**config.mk**
```make
export PLATFORM = sky130hd
export DESIGN_NAME = rcode_debouncer
export DESIGN_NICKNAME = d
export VERILOG_FILES = /design/src/rtl/rkd_pkg.sv /design/src/rtl/rkd_classifier.sv /design/src/rtl/rkd_tick_timer.sv /design/src/rtl/rkd_debounce_fsm.sv /design/src/rtl/rcode_debouncer.sv
export SDC_FILE = /design/constraint.sdc
export NUM_CORES = 1
export LEC_CHECK = 0
export BUFFER_PORTS_ARGS = -buffer_cell sky130_fd_sc_hd__buf_2
export CORE_MARGIN = 2
export CORE_UTILIZATION = 60
export DETAILED_ROUTE_END_ITERATION = 8
export PLACE_DENSITY = 0.86
export SLEW_MARGIN = 20
export SYNTH_ARGS = -nofsm -noshare
export SYNTH_HDL_FRONTEND = slang
export SYNTH_SLANG_ARGS = --single-unit
```
**constraint.sdc**
```tcl
create_clock -name clk -period 3.68 [get_ports clk]
set_clock_uncertainty 0.1 [all_clocks]
set_input_delay 0.184 -clock clk [delete_from_list [all_inputs] [get_ports clk]]
set_output_delay 0.184 -clock clk [all_outputs]
set_load 0.05 [all_outputs]
```
**src/rtl/rkd_pkg.sv**
```systemverilog
package rkd_pkg;

    localparam int KEY_W = 5;

    typedef enum logic [1:0] {
        CK_KEY  = 2'd0,
        CK_JIN  = 2'd1,
        CK_JOUT = 2'd2,
        CK_BAD  = 2'd3
    } kind_e;

    typedef struct packed {
        kind_e            kind;
        logic [KEY_W-1:0] key;
    } cls_t;

    localparam cls_t CLS_REST = '{kind: CK_JOUT, key: '0};

    // window bounds, key 29 in the top byte down to key 0 in the bottom byte
    localparam logic [30*8-1:0] WIN_LO_DEF = {
        8'd235, 8'd226, 8'd218, 8'd211, 8'd202, 8'd194, 8'd186, 8'd178,
        8'd170, 8'd162, 8'd154, 8'd146, 8'd137, 8'd130, 8'd123, 8'd114,
        8'd105, 8'd98,  8'd90,  8'd82,  8'd74,  8'd66,  8'd58,  8'd50,
        8'd42,  8'd35,  8'd27,  8'd19,  8'd11,  8'd0
    };
    localparam logic [30*8-1:0] WIN_HI_DEF = {
        8'd237, 8'd229, 8'd222, 8'd214, 8'd206, 8'd198, 8'd190, 8'd182,
        8'd174, 8'd166, 8'd159, 8'd150, 8'd142, 8'd135, 8'd127, 8'd119,
        8'd110, 8'd102, 8'd94,  8'd86,  8'd78,  8'd70,  8'd62,  8'd53,
        8'd46,  8'd38,  8'd30,  8'd21,  8'd13,  8'd1
    };

endpackage

```
**src/rtl/rkd_classifier.sv**
```systemverilog
module rkd_classifier
    import rkd_pkg::*;
#(
    parameter int                NKEYS   = 30,
    parameter logic [NKEYS*8-1:0] WIN_LO = WIN_LO_DEF,
    parameter logic [NKEYS*8-1:0] WIN_HI = WIN_HI_DEF,
    parameter logic [7:0]        JIN_LO  = 8'd243,
    parameter logic [7:0]        JIN_HI  = 8'd245,
    parameter logic [7:0]        JOUT_LO = 8'd254,
    parameter logic [7:0]        JOUT_HI = 8'd255
) (
    input  logic [7:0] code,
    output cls_t       cls
);

    logic [NKEYS-1:0] hit;

    // every window compared at once
    for (genvar i = 0; i < NKEYS; i++) begin : g_win
        assign hit[i] = (code >= WIN_LO[i*8 +: 8]) && (code <= WIN_HI[i*8 +: 8]);
    end

    always_comb begin
        cls = '{kind: CK_BAD, key: '0};
        for (int i = 0; i < NKEYS; i++) begin
            if (hit[i]) begin
                cls = '{kind: CK_KEY, key: KEY_W'(i)};
            end
        end
        if (code >= JIN_LO && code <= JIN_HI) begin
            cls = '{kind: CK_JIN, key: '0};
        end
        if (code >= JOUT_LO && code <= JOUT_HI) begin
            cls = '{kind: CK_JOUT, key: '0};
        end
    end

endmodule

```
**src/rtl/rkd_tick_timer.sv**
```systemverilog
module rkd_tick_timer #(
    parameter int LIMIT = 18
) (
    input  logic clk,
    input  logic rst_n,
    input  logic clr,
    input  logic inc,
    output logic last
);

    localparam int CW = (LIMIT > 1) ? $clog2(LIMIT) : 1;

    logic [CW-1:0] cnt_q;

    always_ff @(posedge clk or negedge rst_n) begin
        if (!rst_n) begin
            cnt_q <= '0;
        end else if (clr) begin
            cnt_q <= '0;
        end else if (inc) begin
            cnt_q <= cnt_q + 1'b1;
        end
    end

    // true while the next tick is the one that completes the window
    assign last = (cnt_q == CW'(LIMIT - 1));

endmodule

```
**src/rtl/rkd_debounce_fsm.sv**
```systemverilog
module rkd_debounce_fsm
    import rkd_pkg::*;
(
    input  logic clk,
    input  logic rst_n,
    input  logic shdn_n,
    input  logic smp_vld,
    input  cls_t smp_cls,
    input  logic tick,
    input  logic tmr_last,
    output logic tmr_clr,
    output logic tmr_inc,
    output logic evt_vld,
    output cls_t evt_cls
);

    typedef enum logic [1:0] {
        S_OFF   = 2'd0,
        S_WATCH = 2'd1,
        S_QUAL  = 2'd2,
        S_EMIT  = 2'd3
    } state_e;

    state_e state_q, state_d;
    cls_t   cand_q, cand_d;
    cls_t   rep_q, rep_d;

    logic smp_good;
    assign smp_good = smp_vld && (smp_cls.kind != CK_BAD);

    always_ff @(posedge clk or negedge rst_n) begin
        if (!rst_n) begin
            state_q <= S_WATCH;
            cand_q  <= CLS_REST;
            rep_q   <= CLS_REST;
        end else begin
            state_q <= state_d;
            cand_q  <= cand_d;
            rep_q   <= rep_d;
        end
    end

    always_comb begin
        state_d = state_q;
        cand_d  = cand_q;
        rep_d   = rep_q;
        tmr_clr = 1'b0;
        tmr_inc = 1'b0;
        if (!shdn_n) begin
            state_d = S_OFF;
            rep_d   = CLS_REST;
            tmr_clr = 1'b1;
        end else begin
            unique case (state_q)
                S_OFF: begin
                    state_d = S_WATCH;
                end
                S_WATCH, S_EMIT: begin
                    state_d = S_WATCH;
                    if (smp_good && smp_cls != rep_q) begin
                        cand_d  = smp_cls;
                        tmr_clr = 1'b1;
                        state_d = S_QUAL;
                    end
                end
                S_QUAL: begin
                    if (smp_vld && !smp_good) begin
                        tmr_clr = 1'b1;
                    end else if (smp_vld && smp_cls == rep_q) begin
                        tmr_clr = 1'b1;
                        state_d = S_WATCH;
                    end else if (smp_vld && smp_cls != cand_q) begin
                        cand_d  = smp_cls;
                        tmr_clr = 1'b1;
                    end else if (tick) begin
                        if (tmr_last) begin
                            rep_d   = cand_q;
                            tmr_clr = 1'b1;
                            state_d = S_EMIT;
                        end else begin
                            tmr_inc = 1'b1;
                        end
                    end
                end
            endcase
        end
    end

    always_comb begin
        evt_vld = (state_q == S_EMIT);
        evt_cls = rep_q;
    end

endmodule

```
**src/rtl/rcode_debouncer.sv**
```systemverilog
module rcode_debouncer
    import rkd_pkg::*;
#(
    parameter int                 NKEYS     = 30,
    parameter int                 STABLE_MS = 18,
    parameter logic [NKEYS*8-1:0] WIN_LO    = WIN_LO_DEF,
    parameter logic [NKEYS*8-1:0] WIN_HI    = WIN_HI_DEF
) (
    input  logic             clk,
    input  logic             rst_n,
    input  logic             shdn_n,
    input  logic             code_vld,
    input  logic [7:0]       code,
    input  logic             ms_tick,
    output logic             evt_vld,
    output logic [1:0]       evt_kind,
    output logic [KEY_W-1:0] evt_key
);

    cls_t smp_cls;
    cls_t evt_cls;
    logic tmr_clr, tmr_inc, tmr_last;

    rkd_classifier #(
        .NKEYS (NKEYS),
        .WIN_LO(WIN_LO),
        .WIN_HI(WIN_HI)
    ) u_cls (
        .code(code),
        .cls (smp_cls)
    );

    rkd_tick_timer #(
        .LIMIT(STABLE_MS)
    ) u_tmr (
        .clk  (clk),
        .rst_n(rst_n),
        .clr  (tmr_clr),
        .inc  (tmr_inc),
        .last (tmr_last)
    );

    rkd_debounce_fsm u_fsm (
        .clk     (clk),
        .rst_n   (rst_n),
        .shdn_n  (shdn_n),
        .smp_vld (code_vld),
        .smp_cls (smp_cls),
        .tick    (ms_tick),
        .tmr_last(tmr_last),
        .tmr_clr (tmr_clr),
        .tmr_inc (tmr_inc),
        .evt_vld (evt_vld),
        .evt_cls (evt_cls)
    );

    assign evt_kind = evt_cls.kind;
    assign evt_key  = evt_cls.key;

endmodule

```
### After elaboration in Yosys (flattened, before gate mapping)

Index checks and enable logic that the tools add are counted.

| cells by class | value |
|---|---|
| reduce and logical (&&, ||, !) cells | 45 |
| order comparisons | 64 |
| equality and inequality tests | 22 |
| $add $sub $neg | 1 |
| multiplexer cells | 69 |

Operator list:

| kind | number |
|---|---|
| $mux W7 | 43 |
| $ge A8 B8 Y1 const B | 16 |
| $le A8 B8 Y1 const B | 16 |
| $ge A8 B7 Y1 const B | 8 |
| $le A8 B7 Y1 const B | 8 |
| $logic_and A1 B1 Y1 | 37 |
| $ge A8 B6 Y1 const B | 4 |
| $le A8 B6 Y1 const B | 4 |
| $ge A8 B5 Y1 const B | 2 |
| $le A8 B5 Y1 const B | 2 |
| $mux W1 | 14 |
| $mux W2 | 7 |
| $ne A7 B7 Y1 | 2 |
| $pmux W7 S2 | 1 |
| $ne A2 B2 Y1 const B | 6 |
| $ne A4 B3 Y1 const B | 3 |
| $reduce_and A6 Y1 | 2 |
| $mux W5 | 2 |
| $ne A2 B1 Y1 const B | 5 |
| $ge A8 B1 Y1 const B | 1 |
| $ge A8 B4 Y1 const B | 1 |
| $le A8 B1 Y1 const B | 1 |
| $le A8 B4 Y1 const B | 1 |
| $eq A7 B7 Y1 | 1 |
| other kinds (12) | 14 |

| storage, ports and cells | value |
|---|---|
| register bits after elaboration | 21 |
| output and inout port bits | 8 |
| input port bits | 13 |

### Longest topological paths before layout

| logic depth | value |
|---|---|
| word-level depth | 43 |
| depth in mapped cells | 13 |
| depth with buffers taken out | 10 |

### Cells and area by module

From an unflattened synthesis, not the netlist that was laid out.

| second synthesis, totals | value |
|---|---|
| cell total of the unflattened synthesis | 277 |
| area, all modules | 2260.9 um2 |

Modules (own cells, without submodules):

| module | instances | sequential area each (um2) | cells an instance | area each (um2) |
|---|---|---|---|---|
| rkd_classifier | 1 | 0.0 | 162 | 1018.5 |
| rkd_debounce_fsm | 1 | 404.1 | 90 | 960.9 |
| rkd_tick_timer | 1 | 125.1 | 25 | 281.5 |

### Least setup slack after synthesis

No wires, ideal clock.

| timing path | value |
|---|---|
| path kind | input -> register |
| start point | input port code[2] |
| end point | register u_tmr.cnt_q[3] |
| library setup time | 0.094 ns |
| slack | 0.458 ns |
| arrival | 3.028 ns |
| required time | 3.486 ns |
| cell stages on the path | 13 |
| cell sequence | buf_6 -> and3_1 -> buf_4 -> or4_4 -> and2_1 -> nand4_1 -> xor2_1 -> a2111oi_4 -> o211ai_2 -> and2_4 -> buf_6 -> or4_1 -> a211oi_1 |

| on the way | value |
|---|---|
| longest elaborated chain between the ends | 42 |
| elaborated cells on any way between the ends | 151 |
| classes of those cells | order compare: 64; eq/ne: 4; mux: 44; reduce/logical: 39 |

Ends and longest elaborated chain:

| what | line | RTL |
|---|---|---|
| start, declared | rcode_debouncer.sv:13 | `input logic [7:0] code,` |
| $ge A8 B1 Y1 / $le A8 B1 Y1 (equally long branches) | rkd_classifier.sv:20 | `assign hit[i] = (code >= WIN_LO[i*8 +: 8]) && (code <= WIN_HI[i*8 +: 8]);` |
| $logic_and A1 B1 Y1 | rkd_classifier.sv:20 |  |
| $mux W7 (30 in series) | rkd_classifier.sv:26 | `if (hit[i]) begin` |
| $mux W7 | rkd_classifier.sv:30 | `if (code >= JIN_LO && code <= JIN_HI) begin` |
| $mux W7 * | rkd_classifier.sv:33 | `if (code >= JOUT_LO && code <= JOUT_HI) begin` |
| $ne A7 B7 Y1 / $ne A2 B2 Y1 (equally long branches) | rkd_debounce_fsm.sv:72, rkd_debounce_fsm.sv:29 |  |
| $logic_and A1 B1 Y1, on equally long branches | rkd_debounce_fsm.sv:72, rkd_debounce_fsm.sv:29 |  |
| $mux W1 / $logic_not A1 Y1 (equally long branches) | rkd_debounce_fsm.sv:72, rkd_debounce_fsm.sv:67 |  |
| $mux W1 / $logic_and A1 B1 Y1 (equally long branches) | rkd_debounce_fsm.sv:69, rkd_debounce_fsm.sv:67 |  |
| $mux W1 | rkd_debounce_fsm.sv:67 | `if (smp_vld && !smp_good) begin` |
| $pmux W1 S2 / $mux W1 (equally long branches) | rkd_debounce_fsm.sv:54 | `unique case (state_q)` |
| $mux W1 | rkd_debounce_fsm.sv:49 | `if (!shdn_n) begin` |
| $mux W5 / $reduce_bool A2 Y1 (equally long branches) | n/a |  |
| end signal, assigned | rkd_tick_timer.sv:21 | `cnt_q <= cnt_q + 1'b1;` |
| end, declared | rkd_tick_timer.sv:13 | `logic [CW-1:0] cnt_q;` |

Every way passes the cells marked *; elsewhere a longest branch is shown, timed or not.
A chain may end at the register's enable or synchronous reset.

### Final worst setup path

Ends and elaborated chain as after synthesis.

==> flow_summary.json <==
{
  "postPlaceCellArea_um2": 2180,
  "combPwrFrac_pct": 36.2,
  "multi_input_area_um2": 1440,
  "status": "finished clean",
  "internal-power_uw": 418,
  "wire_per_inst_um": 16.1,
  "path_class": "input port to flip-flop",
  "clk_latency_ns": 0.30,
  "area_delta_synth_final_pct": 6.21,
  "ys.flop_type": "dfrtp_1",
  "diodes": 0,
  "cts_num_sinks": 21,
  "drt_iter0_markers": 398,
  "p_seq_share_pct": 47.1,
  "ff2ff_setup_slack_ns": 1.01,
  "yosysMostFrequentCell": "nand2_1",
  "muxShareOfSynthArea_pct": 8.05,
  "crit_fanout": 18,
  "fmax_mhz": 306,
  "holdPathEnd": "u_tmr.cnt_q[2]",
  "grt_pass1_wl_um": 8630,
  "ir_worst_vdd_uv": 279,
  "ctsResizeCount": 0,
  "hold_ws_ns": 0.202,
  "htreeDepth": 1,
  "seqCellArea_um2": 529,
  "maxCapViolations": 0,
  "routed_wl_um": 4960,
  "clk_pin_slew_ns": 0.11,
  "switching_share_pct": 36.5,
  "max-clock-path-buffers": 2,
  "die_h_um": 63.1,
  "layout_setup_ws_ns": 0.411,
  "tns_ns": 0,
  "worstRegToRegCells": 8,
  "synth_simple_gate_area_share_pct": 31.6,
  "finalHoldViolations": 0,
  "hold_class": "input port to flip-flop",
  "power_density_nw_per_um2": 296,
  "drv_slew": 0,
  "critPathCaptureType": "flip-flop",
  "final_area_um2": 2230,
  "synth_compound_area_share_pct": 23.5,
  "synth-xor-area-share_pct": 4.18,
  "synth_cell_types": 64,
  "hpwlAfterDp_um": 3770,
  "r2r-start": "u_fsm.cand_q[6]",
  "vias": 2025,
  "grt_pass1_vias": 1876,
  "grt_usage_pct": 26.4,
  "drive_above_1_share_pct": 19.8,
  "place.gp.congestion": 0.937,
  "core_area_um2": 3340,
  "die_area_um2": 3980,
  "crit_path_start_kind": "input port",
  "cp.arrival_ns": 3.38,
  "setup_violations": 0,
  "ys_seq_area_share_pct": 25.2,
  "pre_cts_slack_ns": 0.131,
  "p_clk_share_pct": 16.7,
  "nFillCells": 293,
  "p_sw_uw": 240,
  "slew_headroom_pct": 56.3,
  "root_buffer": "clkbuf_4",
  "leakage_uw": 0.000878,
  "syn_inst": 248,
  "start_util_pct": 62.8,
  "synth-adder-area-share_pct": 1.19,
  "async_flop_share_pct": 100,
  "synth-edff-count": 0,
  "grt_antenna_before_repair": 0,
  "cts_made_buffers": 3,
  "post-route-min-period_ns": 3.27,
  "grt_max_degree": 22,
  "rsz0062_at_grt": "no",
  "drtPass1Iterations": 5,
  "drc": 0,
  "worst_pin_slew_ns": 0.653,
  "layout.nets": 279,
  "whs_path_depth": 4,
  "synth_top_cell_by_area": "dfrtp_1",
  "syn_area_per_cell_um2": 8.46,
  "synth_common_cells": "nand2_1 (19), dfrtp_1 (18), nor3_1 (18)",
  "worstPathRequired_ns": 3.79,
  "ant_nets": 0,
  "synth_top_area_share_pct": 21.5,
  "period_share_pct": 88.8,
  "cts_tree": "yes",
  "ys_ff_latch": 21,
  "viasPerCell": 6.55,
  "port_buffers": 20,
  "globalRouteOverflowTotal": 0,
  "ys_warn_count": 0,
  "worstHoldStart": "ms_tick",
  "synth_top_family_by_area": "simple AND/OR/NAND/NOR gates",
  "ioPinCount": 21,
  "synth.area.top_cells": "dfrtp_1 (21%), mux2i_1 (4.3%), nor3_1 (4.3%), dfstp_2 (3.8%), mux2_2 (3.8%)",
  "reg2reg_to": "u_fsm.cand_q[0]",
  "dieWidth_um": 63.1,
  "row_count": 21,
  "syn-num-nets": 263,
  "synth.cell_area_um2": 2100
}
## worst max path at each step
stage	from	slack [ns]	end	cells past startpoint
after detailed placement	code[2]	0.13	u_tmr.cnt_q[4]	11
after floorplan	code[2]	0.46	u_tmr.cnt_q[3]	13
after global routing	code[2]	0.16	u_tmr.cnt_q[3]	11
final	code[2]	0.41	u_tmr.cnt_q[3]	11
after global placement	code[2]	0.19	u_tmr.cnt_q[3]	11
after CTS	code[2]	0.45	u_tmr.cnt_q[3]	11
## what timing repair did
item,in CTS,in global routing
endpoints found under the hold margin,19,0
hold buffers,2,0
setup buffers,0,0
## power by group through the flow
stage	logic, uW	registers, uW	clock network (uW)
2_1_floorplan	194	303	0
4_1_cts	236	309	112
6_report	238	310	110
3_3_place_gp	229	310	0
3_5_place_dp	234	314	0
5_1_grt	265	315	121
## cell families (layout without fill, tap and decap cells)
kind of cell | Yosys count | in the layout
XOR/XNOR | 10 | 10
AND/OR/NAND/NOR | 115 | 115
AO/OA/AOI/OAI | 62 | 62
flip-flops | 21 | 21
adder cells (fa/ha/maj) | 2 | 2
buffers and inverters | 22 | 37
multiplexers | 16 | 16
## registers in the layout, summed over array words and instances, names as in the netlist
register,flops
u_fsm.cand_q,7
u_fsm.evt_cls,7
u_fsm.state_q,2
u_tmr.cnt_q,5
## cell type report
class	count	area share (%)
clock buffers	4	1.18
flip-flops and latches	21	23.8
well taps	46	2.58
repair buffers	26	6.74
multi-input cells	205	64.6
inverters	7	1.18
## per-stage QoR
stage / cells / total power, uW / utilization, %
finish: 309 / 658 / 66.7
global route: 309 / 701 / 66.7
detailed placement: 303 / 548 / 65.4
global placement: 303 / 540 / 65.4
CTS: 309 / 658 / 66.7
floorplan: 248 / 497 / -
## cell usage in the layout, fill, tap and decap left out, drive strengths merged, types with 2 or more instances in the layout
cell,netlist,final
mux2,7,7
buf,12,24
o22ai,4,4
clkbuf,3,4
or2,3,3
o31a,3,3
nor4b,2,2
a211oi,7,7
nand2,20,20
nor3b,3,3
nand4,6,6
nor4,5,5
mux2i,9,9
o31ai,2,2
nor2,14,14
a31oi,3,3
nand3b,3,3
dfstp,3,3
nor2b,3,3
o21ai,9,9
dfrtp,18,18
a2111o,2,2
nand3,8,8
o211ai,4,4
and3,3,3
xor2,5,5
inv,7,7
a21boi,4,4
o21a,2,2
and2,6,6
a21oi,8,8
a2111oi,6,6
nand2b,6,6
or3,8,8
dlygate4sd3,0,2
nor3,18,18
or4,5,5
ha,2,2
xnor2,5,5
## routing by layer
layer / global-route usage [%] / vias to the layer above / routed length (um)
met5: 0 / - / 0
met4: 10.3 / 0 / 127
met3: 2.50 / 17 / 284
met2: 43.6 / 100 / 2390
met1: 35.8 / 934 / 2170
li1: - / 974 / -
## critical path, cell delays in order
cell	delay, ns
buf_2	0.20
nor2_1	0.55
or3_1	0.20
nand3_1	0.20
or3_2	0.53
o21ai_0	0.24
a2111o_1	0.21
o211ai_2	0.11
and2_4	0.21
or4_1	0.49
a211oi_1	0.24
No activity file was read; power rests on OpenSTA's default activity.
